--- config.mk ---
export PLATFORM = sky130hd
export DESIGN_NAME = idea_core
export DESIGN_NICKNAME = d
export VERILOG_FILES = /design/src/rtl/idea_pkg.sv /design/src/rtl/idea_mulmod.sv /design/src/rtl/idea_keysched.sv /design/src/rtl/idea_datapath.sv /design/src/rtl/idea_core.sv
export SDC_FILE = /design/constraint.sdc
export NUM_CORES = 1
export LEC_CHECK = 0
export BUFFER_PORTS_ARGS = -buffer_cell sky130_fd_sc_hd__buf_2
export CORE_MARGIN = 8
export CORE_UTILIZATION = 42
export CTS_CLUSTER_SIZE = 30
export DETAILED_ROUTE_END_ITERATION = 16
export SLEW_MARGIN = 20
export SYNTH_ARGS = -nofsm -noshare
export SYNTH_HDL_FRONTEND = slang
export SYNTH_SLANG_ARGS = --single-unit
--- constraint.sdc ---
create_clock -name clk -period 4.1 [get_ports clk]
set_clock_uncertainty 0.05 [all_clocks]
set_input_delay 0.615 -clock clk [delete_from_list [all_inputs] [get_ports clk]]
set_output_delay 0.615 -clock clk [all_outputs]
set_load 0.005 [all_outputs]
--- src/rtl/idea_pkg.sv ---
package idea_pkg;
    localparam int W     = 16;
    localparam int BLK_W = 64;
    localparam int KEY_W = 128;
    localparam int ROT   = 25;
    localparam int STEP_W = 3;

    typedef enum logic [1:0] {ST_IDLE, ST_ISSUE, ST_WAIT, ST_DONE} idea_st_e;

    // Round steps 0,3,4,6 multiply; closing half-round steps 0,3 multiply.
    function automatic logic op_is_mul(input logic fin, input logic [STEP_W-1:0] s);
        if (fin) return (s == 3'd0) || (s == 3'd3);
        return (s == 3'd0) || (s == 3'd3) || (s == 3'd4) || (s == 3'd6);
    endfunction

    function automatic logic op_uses_key(input logic fin, input logic [STEP_W-1:0] s);
        if (fin) return 1'b1;
        return !((s == 3'd5) || (s == 3'd7));
    endfunction

    function automatic logic op_is_last(input logic fin, input logic [STEP_W-1:0] s);
        return fin ? (s == 3'd3) : (s == 3'd7);
    endfunction
endpackage

--- src/rtl/idea_mulmod.sv ---
module idea_mulmod #(
    parameter int WD    = 16,
    parameter int DIGIT = 3
) (
    input  logic          clk,
    input  logic          rst_n,
    input  logic          go_i,
    input  logic [WD-1:0] a_i,
    input  logic [WD-1:0] b_i,
    output logic          busy_o,
    output logic          done_o,
    output logic [WD-1:0] res_o
);
    localparam int OPW   = WD + 1;
    localparam int STEPS = (OPW + DIGIT - 1) / DIGIT;
    localparam int PADW  = STEPS * DIGIT;
    localparam int PW    = 2 * WD + 1;
    localparam int CW    = $clog2(STEPS + 1);
    localparam logic [WD+1:0] MODV = (18'(1) << WD) + 18'd1;

    logic [OPW-1:0]  a_q;
    logic [PADW-1:0] b_q;
    logic [PW-1:0]   acc_q;
    logic [CW-1:0]   cnt_q;
    logic [PW-1:0]   part;
    logic [OPW-1:0]  a_ext, b_ext;

    assign a_ext = (a_i == '0) ? (OPW'(1) << WD) : {1'b0, a_i};
    assign b_ext = (b_i == '0) ? (OPW'(1) << WD) : {1'b0, b_i};
    assign part  = PW'(a_q) * PW'(b_q[PADW-1 -: DIGIT]);

    always_ff @(posedge clk or negedge rst_n) begin
        if (!rst_n) begin
            a_q    <= '0;
            b_q    <= '0;
            acc_q  <= '0;
            cnt_q  <= '0;
            done_o <= 1'b0;
        end else if (go_i) begin
            a_q    <= a_ext;
            b_q    <= PADW'(b_ext);
            acc_q  <= '0;
            cnt_q  <= CW'(STEPS);
            done_o <= 1'b0;
        end else if (cnt_q != '0) begin
            acc_q  <= (acc_q << DIGIT) + part;
            b_q    <= b_q << DIGIT;
            cnt_q  <= cnt_q - 1'b1;
            done_o <= (cnt_q == CW'(1));
        end else begin
            done_o <= 1'b0;
        end
    end

    assign busy_o = (cnt_q != '0);

    // Low word minus high word, folded back into [0, 2^16].
    logic [WD:0]   hi;
    logic [WD-1:0] lo;
    logic [WD+1:0] diff;
    always_comb begin
        hi = acc_q[PW-1:WD];
        lo = acc_q[WD-1:0];
        if ({1'b0, lo} >= hi) diff = {2'b00, lo} - {1'b0, hi};
        else                  diff = {2'b00, lo} + MODV - {1'b0, hi};
        res_o = diff[WD-1:0];
    end
endmodule

--- src/rtl/idea_keysched.sv ---
module idea_keysched #(
    parameter int KW  = 128,
    parameter int SW  = 16,
    parameter int RT  = 25
) (
    input  logic          clk,
    input  logic          rst_n,
    input  logic          load_i,
    input  logic [KW-1:0] key_i,
    input  logic          adv_i,
    output logic [SW-1:0] sk_o
);
    localparam int NSK = KW / SW;
    localparam int IW  = $clog2(NSK);

    logic [KW-1:0] key_q;
    logic [IW-1:0] idx_q;

    always_ff @(posedge clk or negedge rst_n) begin
        if (!rst_n) begin
            key_q <= '0;
            idx_q <= '0;
        end else if (load_i) begin
            key_q <= key_i;
            idx_q <= '0;
        end else if (adv_i) begin
            if (idx_q == IW'(NSK - 1)) begin
                idx_q <= '0;
                key_q <= {key_q[KW-RT-1:0], key_q[KW-1:KW-RT]};
            end else begin
                idx_q <= idx_q + 1'b1;
            end
        end
    end

    assign sk_o = key_q[(KW - 1) - SW * int'(idx_q) -: SW];
endmodule

--- src/rtl/idea_datapath.sv ---
module idea_datapath #(
    parameter int WD = 16
) (
    input  logic            clk,
    input  logic            rst_n,
    input  logic            load_i,
    input  logic [4*WD-1:0] pt_i,
    input  logic            wr_i,
    input  logic            fin_i,
    input  logic [2:0]      step_i,
    input  logic [WD-1:0]   sk_i,
    input  logic [WD-1:0]   mres_i,
    output logic [WD-1:0]   mop_o,
    output logic [4*WD-1:0] ct_o
);
    logic [WD-1:0] x1, x2, x3, x4, t0, t1;
    logic [WD-1:0] add_a, add_b, sum;

    always_comb begin
        mop_o = x1;
        add_a = x2;
        add_b = sk_i;
        case (step_i)
            3'd1: add_a = fin_i ? x3 : x2;
            3'd2: add_a = fin_i ? x2 : x3;
            3'd3: mop_o = x4;
            3'd4: mop_o = x1 ^ x3;
            3'd5: begin add_a = x2 ^ x4; add_b = t0; end
            3'd6: mop_o = t1;
            3'd7: begin add_a = t0; add_b = t1; end
            default: mop_o = x1;
        endcase
    end

    assign sum = add_a + add_b;

    always_ff @(posedge clk or negedge rst_n) begin
        if (!rst_n) begin
            {x1, x2, x3, x4, t0, t1} <= '0;
        end else if (load_i) begin
            {x1, x2, x3, x4} <= pt_i;
        end else if (wr_i) begin
            case (step_i)
                3'd0: x1 <= mres_i;
                3'd1: if (fin_i) x3 <= sum; else x2 <= sum;
                3'd2: if (fin_i) x2 <= sum; else x3 <= sum;
                3'd3: x4 <= mres_i;
                3'd4: t0 <= mres_i;
                3'd5: t1 <= sum;
                3'd6: t1 <= mres_i;
                3'd7: begin
                    x1 <= x1 ^ t1;
                    x2 <= x3 ^ t1;
                    x3 <= x2 ^ sum;
                    x4 <= x4 ^ sum;
                end
                default: x1 <= x1;
            endcase
        end
    end

    assign ct_o = {x1, x3, x2, x4};
endmodule

--- src/rtl/idea_core.sv ---
module idea_core
    import idea_pkg::*;
#(
    parameter int MUL_DIGIT = 3,
    parameter int ROUNDS    = 8
) (
    input  logic               clk,
    input  logic               rst_n,
    input  logic               start_i,
    input  logic [BLK_W-1:0]   plain_i,
    input  logic [KEY_W-1:0]   key_i,
    output logic [BLK_W-1:0]   cipher_o,
    output logic               done_o
);
    localparam int RW = $clog2(ROUNDS);

    idea_st_e          st_q, st_d;
    logic [STEP_W-1:0] step_q;
    logic              fin_q;
    logic [RW-1:0]     rnd_q;

    logic op_mul, op_key, op_last;
    logic mul_go, mul_busy, mul_done, commit, key_adv, load, st_idle;
    logic [W-1:0] sk, mop, mres;

    assign op_mul  = op_is_mul(fin_q, step_q);
    assign op_key  = op_uses_key(fin_q, step_q);
    assign op_last = op_is_last(fin_q, step_q);

    always_ff @(posedge clk or negedge rst_n) begin
        if (!rst_n) st_q <= ST_IDLE;
        else        st_q <= st_d;
    end

    always_comb begin
        st_d = st_q;
        unique case (st_q)
            ST_IDLE:  if (start_i) st_d = ST_ISSUE;
            ST_ISSUE: if (op_mul) st_d = ST_WAIT;
                      else if (op_last && fin_q) st_d = ST_DONE;
            ST_WAIT:  if (mul_done) st_d = (op_last && fin_q) ? ST_DONE : ST_ISSUE;
            ST_DONE:  st_d = ST_IDLE;
            default:  st_d = ST_IDLE;
        endcase
    end

    always_comb begin
        st_idle = (st_q == ST_IDLE);
        load    = st_idle && start_i;
        mul_go  = (st_q == ST_ISSUE) && op_mul;
        commit  = ((st_q == ST_ISSUE) && !op_mul) || ((st_q == ST_WAIT) && mul_done);
        key_adv = commit && op_key;
        done_o  = (st_q == ST_DONE);
    end

    always_ff @(posedge clk or negedge rst_n) begin
        if (!rst_n) begin
            step_q <= '0;
            fin_q  <= 1'b0;
            rnd_q  <= '0;
        end else if (load) begin
            step_q <= '0;
            fin_q  <= 1'b0;
            rnd_q  <= '0;
        end else if (commit) begin
            if (op_last) begin
                step_q <= '0;
                if (!fin_q) begin
                    if (rnd_q == RW'(ROUNDS - 1)) fin_q <= 1'b1;
                    else                          rnd_q <= rnd_q + 1'b1;
                end
            end else begin
                step_q <= step_q + 1'b1;
            end
        end
    end

    idea_keysched #(.KW(KEY_W), .SW(W), .RT(ROT)) u_ks (
        .clk(clk), .rst_n(rst_n), .load_i(load), .key_i(key_i),
        .adv_i(key_adv), .sk_o(sk)
    );

    idea_mulmod #(.WD(W), .DIGIT(MUL_DIGIT)) u_mul (
        .clk(clk), .rst_n(rst_n), .go_i(mul_go), .a_i(mop), .b_i(sk),
        .busy_o(mul_busy), .done_o(mul_done), .res_o(mres)
    );

    idea_datapath #(.WD(W)) u_dp (
        .clk(clk), .rst_n(rst_n), .load_i(load), .pt_i(plain_i),
        .wr_i(commit), .fin_i(fin_q), .step_i(step_q), .sk_i(sk),
        .mres_i(mres), .mop_o(mop), .ct_o(cipher_o)
    );
endmodule

==> results of run 1 <==
-- placed cells by master, fill, tap and decap left out, types with 25 or more instances in the layout --
cell and n:
buf_4 158, inv_1 140, mux2i_1 168, clkbuf_16 39, o21ai_0 264, a211oi_1 38, and2_1 52, dfrtp_1 301
nor3b_1 25, a22oi_1 32, xnor2_1 71, a21oi_1 126, nor2_1 140, ha_1 71, nand2_1 332, buf_2 258
nand3_1 29, xor2_1 37, fa_1 45, a221oi_1 33
-- kinds of logic after synthesis --
family | count (synthesis) | synth area share [%]
and+or+nand+nor | 694 | 14.52
muxes | 213 | 11.80
DFF | 308 | 35.23
xor gates and xnor gates | 111 | 4.443
adders and majority gates | 127 | 8.875
AOI/OAI and AO/OA | 702 | 19.94
buffers and inverters | 291 | 5.192
-- worst paths after layout --
path | to | slack [ns] | cells after the start
setup reg to reg | u_mul.acc_q[25] | 0.07 | 15
max in group asynchronous | step_q[0] | 2.81 | 2
hold reg to reg | u_ks.key_q[109] | 0.45 | 2
setup / recovery | u_mul.acc_q[25] | 0.07 | 15
hold / removal | u_mul.acc_q[12] | -0.01 | 1
min in group clk | u_dp.x3[5] | 0.19 | 3
-- registers in the layout, summed over array words and instances, names as in the netlist, 16 cells and up --
signal,cells
u_ks.key_q,128
u_mul.acc_q,33
u_mul.b_q,18
u_mul.a_q,17
u_dp.t0,16
u_dp.t1,16
u_dp.x1,16
u_dp.x2,16
u_dp.x3,16
u_dp.x4,16
-- metrics by stage --
step                setup slack (ns)  instance area [sq um]
floorplan                    0.01345                  21900
global placement            0.006464                  24840
finish                       0.07361                  26550
CTS                        0.0007634                  26150
detailed placement          -0.07860                  24840
global route                -0.03345                  26550
-- cell type report --
type	instances	area, sq um	share of cell area [%]
Clock buffer	51	1081	4.072
Timing Repair Buffer	432	2766	10.42
Sequential cell	308	7716	29.06
Clock inverter	19	220.2	0.8294
Tap cell	680	850.8	3.205
Multi-Input combinational cell	1847	13380	50.38
Inverter	144	540.5	2.036
-- repair_timing --
action                     in CTS  in global routing
gates cloned                    0                  0
pin swaps                       1                 24
gates resized for setup         6                 74
setup buffers                   0                 13
setup endpoints to repair      17                 50
-- metal layers --
layer | wire length (um) | GRT usage, % | vias to the layer above
met5 | 13 | 0 | -
met4 | 2475 | 8.342 | 2
met3 | 6342 | 5.221 | 143
met2 | 40590 | 45.10 | 879
met1 | 37190 | 38.37 | 10250
li1 | - | - | 9368
==> metrics.yaml, run 1 <==
status: "finished, violations left"
violations: "negative hold slack"
fillerInstances: 4799
synthDistinctLibCells: 78
hold_slack_ns: -0.01125
nets: 3094
cts.sinks: 308
cp_data_required_time_ns: 4.51
grt_use_total_pct: 28.09
cp.arrival_ns: 4.44
io_buffers: 259
slew_headroom_pct: 27.09
drtPass1Iterations: 6
gp_congestion: 0.9470
grt_pass1_vias: 20310
start_kind: "flop"
critPathMaxStageDelay_ns: 0.53
synth-edff-count: 0
area_growth_pct: 21.35
worst-path-buf-inv: 3
syn_area_sq_um: 21880
yosysTopAreaCellShare_pct: 35.23
cts_tree: "built"
dp_hpwl_mm: 67.19
synthTopCellsByArea: "dfrtp_1 (35%), mux2i_1 (7.8%), o21ai_0 (6.3%)"
synth-main-ff-cell: "dfrtp_1"
antenna_left: 0
crit_type: "reg -> reg"
clock_latency_ns: 0.59
syn-num-nets: 2768
clock.fmax_mhz: 248.4
worst_pin_slew_ns: 1.090
synth.avg_cell_area_sq_um: 8.945
path_max_fanout: 7
synth_common_cells: "nand2_1 (333), dfrtp_1 (308), o21ai_0 (274)"
root_buffer: "clkbuf_16"
max-cap-violations: 0
core_sq_um: 51410
path_delay_family: "compound AO/OA/AOI/OAI gates"
yosysSeqAreaShare_pct: 35.23
synthArstFlopShare_pct: 100.0
drt-initial-drc-count: 2121
hold_viol: 6
r2r-start: "u_mul.b_q[17]"
ios: 260
tns_ns: 0
yosysMostFrequentCell: "nand2_1"
path_clk_slew_ns: 0.06
final_cells: 3481
fin_crit_ns: 4.026
slowest_stage: "fa_1"
drive_gt1_share_pct: 21.74
cts-htree-levels: 2
dieArea_sq_um: 59650
antenna_found_initial: 1
dp.cells: 3398
vias: 20640
fp-row-count: 83
insertedDiodeCount: 0
post-route-util_pct: 51.65
syn_inst: 2446
crit_path_start: "u_mul.b_q[17]"
synth_warnings: 0
hp-class: "in -> async"
grt_max_degree: 119
rsz0062_at_grt: "yes"
finalWirelength_mm: 86.61
gr-total-overflow: 0
routed_via_density: 5.929
setup_viol: 0
die_y_um: 244.2
start_util_pct: 42.56
drv_slew: 0
hold_buffers: 0
dieWidth_um: 244.2
drcViolationCount: 0
synth_top_area_cell: "dfrtp_1"
cts_made_buffers: 39
endpoint_kind: "flop"
cp_cell_sequence: "buf_4 -> and2_1 -> fa_1 -> inv_1 -> fa_1 -> inv_1 -> ha_4 -> nor2b_4 -> o31a_1 -> o2111ai_2 -> a31oi_2 -> o2111a_2 -> o31ai_2 -> xnor2_1 -> a211oi_1"
grt_first_pass_wirelength_mm: 129.2
cts_max_path_buffers: 3
ys_ff_latch: 308
wl_per_cell_um: 24.88
period_share_pct: 98.20
Power of run 1 is left out: the tool's default activity adds up to more than one toggle a clock period on the data nets, which glitch-free logic cannot reach.
==> inputs of run 2 (changes only) <==
Settings changed: MAX_ROUTING_LAYER from default to met4, RECOVER_POWER from default to 50.
==> metrics.yaml, run 2 (synthesis results as in run 1) <==
period_share_pct: 99.31  # +1.1 points
drive_gt1_share_pct: 20.11  # -1.6 points
slowest_stage: "fa_1"
dieArea_sq_um: 59650  # unchanged
cp_data_required_time_ns: 4.53  # +0.02 ns
fillerInstances: 4875  # +1.6%
die_y_um: 244.2  # unchanged
rsz0062_at_grt: "yes"
fin_crit_ns: 4.072  # +0.04551 ns
slew_headroom_pct: -77.67  # -100 points
wl_per_cell_um: 24.90  # about the same
clock.fmax_mhz: 245.6  # -1.1%
hold_viol: 0  # -6
largest_register_ffs: 128  # unchanged
drcViolationCount: 0  # unchanged
cts.sinks: 308  # unchanged
start_kind: "flop"
path_max_fanout: 7  # unchanged
io_buffers: 259  # unchanged
drv_slew: 100  # +100
vias: 20470  # -0.81%
drtPass1Iterations: 6  # unchanged
cts_made_buffers: 38  # -2.6%
grt_max_degree: 131  # +10%
crit_type: "reg -> reg"
reg2reg_to: "u_mul.acc_q[21]"
cp.depth: 16  # +1
max-cap-violations: 1  # +1
layout_common_cells: "nand2_1 (332), dfrtp_1 (303), o21ai_0 (269)"
cp_cell_sequence: "and2_4 -> fa_1 -> inv_1 -> fa_1 -> inv_1 -> ha_2 -> inv_2 -> fa_2 -> nor2b_2 -> o31a_1 -> o2111ai_2 -> a31oi_2 -> o2111a_2 -> o31ai_4 -> xnor2_1 -> a211oi_1"
grt_use_total_pct: 29.13  # +1.0 points
dp_hpwl_mm: 67.12  # -0.11%
area_growth_pct: 20.68
r2r_cells: 16  # +1
r2r-start: "u_mul.b_q[17]"
multi_input_area_sq_um: 13310  # -0.48%
worst_pin_slew_ns: 2.665  # +1.575 ns
violations: "max-capacitance violations, max-slew violations"
endpoint_kind: "flop"
fp-row-count: 83  # unchanged
start_util_pct: 42.56  # unchanged
critPathMaxStageDelay_ns: 0.52  # about the same
hp-class: "in -> reg"
cts_max_path_buffers: 3  # unchanged
crit_path_start: "u_mul.b_q[17]"
top_regs: "u_ks.key_q x128, u_mul.acc_q x33, u_mul.b_q x18"
clock_latency_ns: 0.58  # about the same
cts-htree-levels: 2  # unchanged
grt_first_pass_wirelength_mm: 130.9  # +1.3%
tns_ns: 0  # unchanged
worst-path-buf-inv: 3  # unchanged
path_delay_family: "adder cells"
nets: 3087  # -0.23%
hp-start: "plain_i[21]"
core_sq_um: 51410  # unchanged
critPathCapture: "u_mul.acc_q[21]"
drt-initial-drc-count: 2169  # +2.3%
register_area_sq_um: 7714  # about the same
regMostFlops: "u_ks.key_q"
path_clk_slew_ns: 0.06  # about the same
antenna_found_initial: 2  # +1
final_common_cell: "nand2_1"
ios: 260  # unchanged
gr-total-overflow: 0  # unchanged
grt_pass1_vias: 20780  # +2.3%
status: "finished, violations left"
finalWirelength_mm: 86.55  # about the same
hold_buffers: 0  # unchanged
routed_via_density: 5.890  # -0.67%
cts_tree: "built"
cp.arrival_ns: 4.50  # +0.06 ns
gp_congestion: 0.9578  # +1.1%
setup_viol: 0  # unchanged
root_buffer: "clkbuf_16"
r2r_slack_ns: 0.03  # -0.05 ns
antenna_left: 0  # unchanged
dieWidth_um: 244.2  # unchanged
==> run 2: cell types whose count changed in the layout (fill, tap and decap cells not counted), sizes merged <==
cell / before / now
buf: 432 / 405
clkbuf: 51 / 76
clkinv: 13 / 6
bufinv: 2 / 4
diode: 0 / 2
==> run 2: worst min-delay path by stage <==
stage               depth (start not counted)              end  slack, ns
floorplan                                   0            fin_q       0.27
global route                                3       u_dp.x3[5]       0.22
CTS                                         1  u_mul.acc_q[13]       0.08
detailed placement                          2  u_ks.key_q[111]       0.45
global placement                            2  u_ks.key_q[107]       0.43
finish                                      3       u_dp.x3[5]       0.23
==> run 2: metrics by stage <==
| stage | cell area (sq um) | instances | setup slack [ns] | util (%) | hold WS [ns] |
|---|---|---|---|---|---|
| global route | 26400 | 3474 | -0.1609 | 51.36 | 0.2236 |
| global placement | 24820 | 3393 | -0.009690 | 48.28 | 0.4326 |
| CTS | 26140 | 3462 | 0.0005600 | 50.85 | 0.08177 |
| detailed placement | 24820 | 3393 | -0.1547 | 48.28 | 0.4451 |
| finish | 26410 | 3476 | 0.02810 | 51.37 | 0.2265 |
| floorplan | 21900 | 2446 | 0.01345 | - | 0.2694 |
==> run 2: what timing repair did <==
action | in CTS | in global routing
pin swaps | 1 | 23
buffers inserted | 0 | 11
endpoints found under the setup margin | 15 | 42
gates resized for setup | 7 | 53
==> run 2: per-layer routing <==
layer	GRT usage, %	vias up	wire length (um)
met1	38.98	10130	37690
met4	9.166	0	2941
met5	-	-	0
li1	-	9350	-
met3	4.535	165	5941
met2	45.23	831	39980
==> run 2: cell type report <==
cell class	count	share of cell area, %
Multi-Input combinational cell	1847	50.41
Sequential cell	308	29.21
Timing Repair Buffer	426	10.18
Clock buffer	55	3.995
Tap cell	680	3.222
Inverter	144	2.047
Clock inverter	14	0.9145
Antenna cell	2	0.01895
==> run 2: worst reg2reg max path, cell delays in order (launching register included) <==
cell       delay, ns
dfrtp_2         0.44
and2_4          0.15
fa_1            0.52
inv_1           0.05
fa_1            0.43
inv_1           0.08
ha_2            0.20
inv_2           0.05
fa_2            0.40
nor2b_2         0.14
o31a_1          0.20
o2111ai_2       0.15
a31oi_2         0.22
o2111a_2        0.45
o31ai_4         0.12
xnor2_1         0.16
a211oi_1        0.19
Power of run 2 is left out for the same reason.
==> inputs of run 3 (changes only) <==
Settings changed: SYNTH_HIERARCHICAL from default to 1.
==> metrics.yaml, run 3 <==
status: "finished, violations left"
violations: "max-capacitance violations, max-slew violations"
register_area_sq_um: 7714  # unchanged
design_area_sq_um: 27530  # +4.3%
synth.avg_cell_area_sq_um: 9.594  # +7.2%
clock_latency_ns: 0.59  # about the same
layout_common_cells: "dfrtp_1 (303), mux2_2 (272), buf_2 (242)"
syn_area_sq_um: 23170  # +5.9%
top_regs: "u_ks/key_q x128, u_mul/acc_q x33, u_mul/b_q x18"
cts_max_path_buffers: 3  # unchanged
cts.sinks: 308  # unchanged
r2r_slack_ns: 0.12  # +0.10 ns
multi_input_area_sq_um: 14330  # +7.7%
synth-edff-count: 0  # unchanged
syn_inst: 2415  # -1.3%
area_growth_pct: 18.82
synthArstFlopShare_pct: 100.0  # unchanged
synth_warnings: 6  # +6
antenna_found_initial: 8  # +6
syn-num-nets: 2737  # -1.1%
hold_viol: 0  # unchanged
fillerInstances: 5073  # +4.1%
ys_ff_latch: 308  # unchanged
dpl_worst_slack_ns: -0.1319  # +0.02278 ns
crit_type: "reg -> reg"
regMostFlops: "u_ks/key_q"
vias: 20630  # +0.77%
cts_tree: "built"
nets: 3060  # -0.87%
dpl-instance-area_sq_um: 25980  # +4.7%
hold_slack_ns: 0.2091  # -0.01746 ns
critPathMaxStageDelay_ns: 0.54  # +0.02 ns
fp-row-count: 86  # +3.6%
routed_via_density: 5.930  # +0.68%
worst_pin_slew_ns: 2.772  # +0.1066 ns
drcViolationCount: 0  # unchanged
rsz0062_at_grt: "yes"
synthTopCellsByArea: "dfrtp_1 (33%), mux2_2 (13%), ha_1 (4.3%)"
max-cap-violations: 1  # unchanged
dieArea_sq_um: 62940  # +5.5%
finalWirelength_mm: 86.67  # +0.13%
hp-class: "in -> reg"
wl_per_cell_um: 24.91  # about the same
path_clk_slew_ns: 0.06  # about the same
cp_data_required_time_ns: 4.54  # about the same
die_y_um: 250.9  # +2.7%
drv_slew: 99  # -1.0%
drive_gt1_share_pct: 30.50  # +10 points
dieWidth_um: 250.9  # +2.7%
largest_register_ffs: 128  # unchanged
grt_use_total_pct: 27.51  # -1.6 points
grt_first_pass_wirelength_mm: 130.9  # about the same
slowest_stage: "fa_1"
ios: 260  # unchanged
period_share_pct: 96.99  # -2.3 points
gr-total-overflow: 0  # unchanged
yosysSeqAreaShare_pct: 33.27  # -2.0 points
tns_ns: 0  # unchanged
slew_headroom_pct: -84.78  # -7.1 points
yosysMostFrequentCell: "dfrtp_1"
setup_viol: 0  # unchanged
fin_crit_ns: 3.977  # -0.09515 ns
cts_made_buffers: 38  # unchanged
core_sq_um: 54770  # +6.5%
synth_common_cells: "dfrtp_1 (308), mux2_2 (273), nand2_1 (234)"
final_common_cell: "dfrtp_1"
cts-htree-levels: 2  # unchanged
setup_slack_ns: 0.1233  # +0.09515 ns
cp.arrival_ns: 4.42  # -0.08 ns
io_buffers: 259  # unchanged
synth-main-ff-cell: "dfrtp_1"
synthDistinctLibCells: 103  # +32%
drtPass1Iterations: 6  # unchanged
grt_max_degree: 114  # -13%
hold_buffers: 0  # unchanged
start_util_pct: 42.30  # -0.26 points
grt_pass1_vias: 20980  # +0.96%
drt-initial-drc-count: 1854  # -15%
endpoint_kind: "flop"
gp_congestion: 1.050  # +9.6%
yosysTopAreaCellShare_pct: 33.27  # -2.0 points
dp_hpwl_mm: 65.71  # -2.1%
start_kind: "flop"
antenna_left: 0  # unchanged
root_buffer: "clkbuf_16"
path_max_fanout: 12  # +5
clock.fmax_mhz: 251.5  # +2.4%
cp_cell_sequence: "buf_12 -> and2_1 -> fa_1 -> inv_1 -> fa_1 -> inv_1 -> ha_1 -> and4_1 -> and2_4 -> nand2_2 -> a211oi_4 -> nor2_4 -> or3_1 -> a31oi_1"
synth_top_area_cell: "dfrtp_1"
## run 3: cell count changes in the layout (fill, tap and decap cells not counted), sizes merged, moves of 15 or more
cell / delta
a211oi: -21
o21ai: -111
a22oi: -18
a21oi: +55
mux2: +286
nand2: -98
a311oi: +15
mux2i: -117
nor3b: -19
a221oi: -30
## run 3: metrics by stage
step,util (%),cells
floorplan,-,2415
global route,50.26,3479
global placement,47.43,3391
finish,50.26,3479
CTS,49.93,3462
detailed placement,47.43,3391
## run 3: worst paths after layout
path | start | cells past startpoint | to
setup / recovery | u_mul/b_q[15] | 14 | u_mul/acc_q[22]
hold / removal | plain_i[20] | 3 | u_dp/x3[4]
setup reg to reg | u_mul/b_q[15] | 14 | u_mul/acc_q[22]
hold reg to reg | rnd_q[0] | 1 | rnd_q[0]
max in group asynchronous | rst_n | 2 | u_ks/idx_q[0]
min in group asynchronous | rst_n | 1 | u_mul/acc_q[16]
## run 3: cell type report
class,instances,area share [%]
multi-input cells,1807,52.05
diodes,8,0.07272
inverters,153,2.113
clock inverters,10,0.6136
repair buffers,430,9.785
flip-flops and latches,308,28.02
clock buffers,59,4.141
well taps,704,3.200
## run 3: repair_timing
item,CTS,global route
hold endpoints to repair,0,0
buffers inserted,2,10
pin swaps,4,14
gates resized for setup,7,33
setup endpoints to repair,10,51
## run 3: cells by family (layout without fill, tap and decap cells)
family / count (synthesis) / count (layout) / synth area share [%]
AOI/OAI and AO/OA: 605 / 605 / 16.76
xor gates and xnor gates: 95 / 95 / 3.748
adders and majority gates: 127 / 127 / 8.381
buffers and inverters: 300 / 652 / 5.708
DFF: 308 / 308 / 33.27
muxes: 382 / 382 / 19.96
other: 0 / 8 / 0
and+or+nand+nor: 598 / 598 / 12.17
## run 3: worst max-delay path, delay by kind of cell, from the launching register on
family                     cells  cell delay (ns)
and+or+nand+nor                6             1.11
buffers and inverters          3             0.24
adders and majority gates      3             1.47
DFF                            1             0.45
AOI/OAI and AO/OA              2             0.55
## run 3: layer usage
metal / global-route usage (%) / up-vias / wire [um]
met5: - / - / 0
met2: 42.02 / 917 / 39380
met1: 36.15 / 10190 / 36420
met3: 4.358 / 219 / 6683
met4: 11.71 / 0 / 4180
li1: - / 9304 / -
Power of run 3 is left out for the same reason.
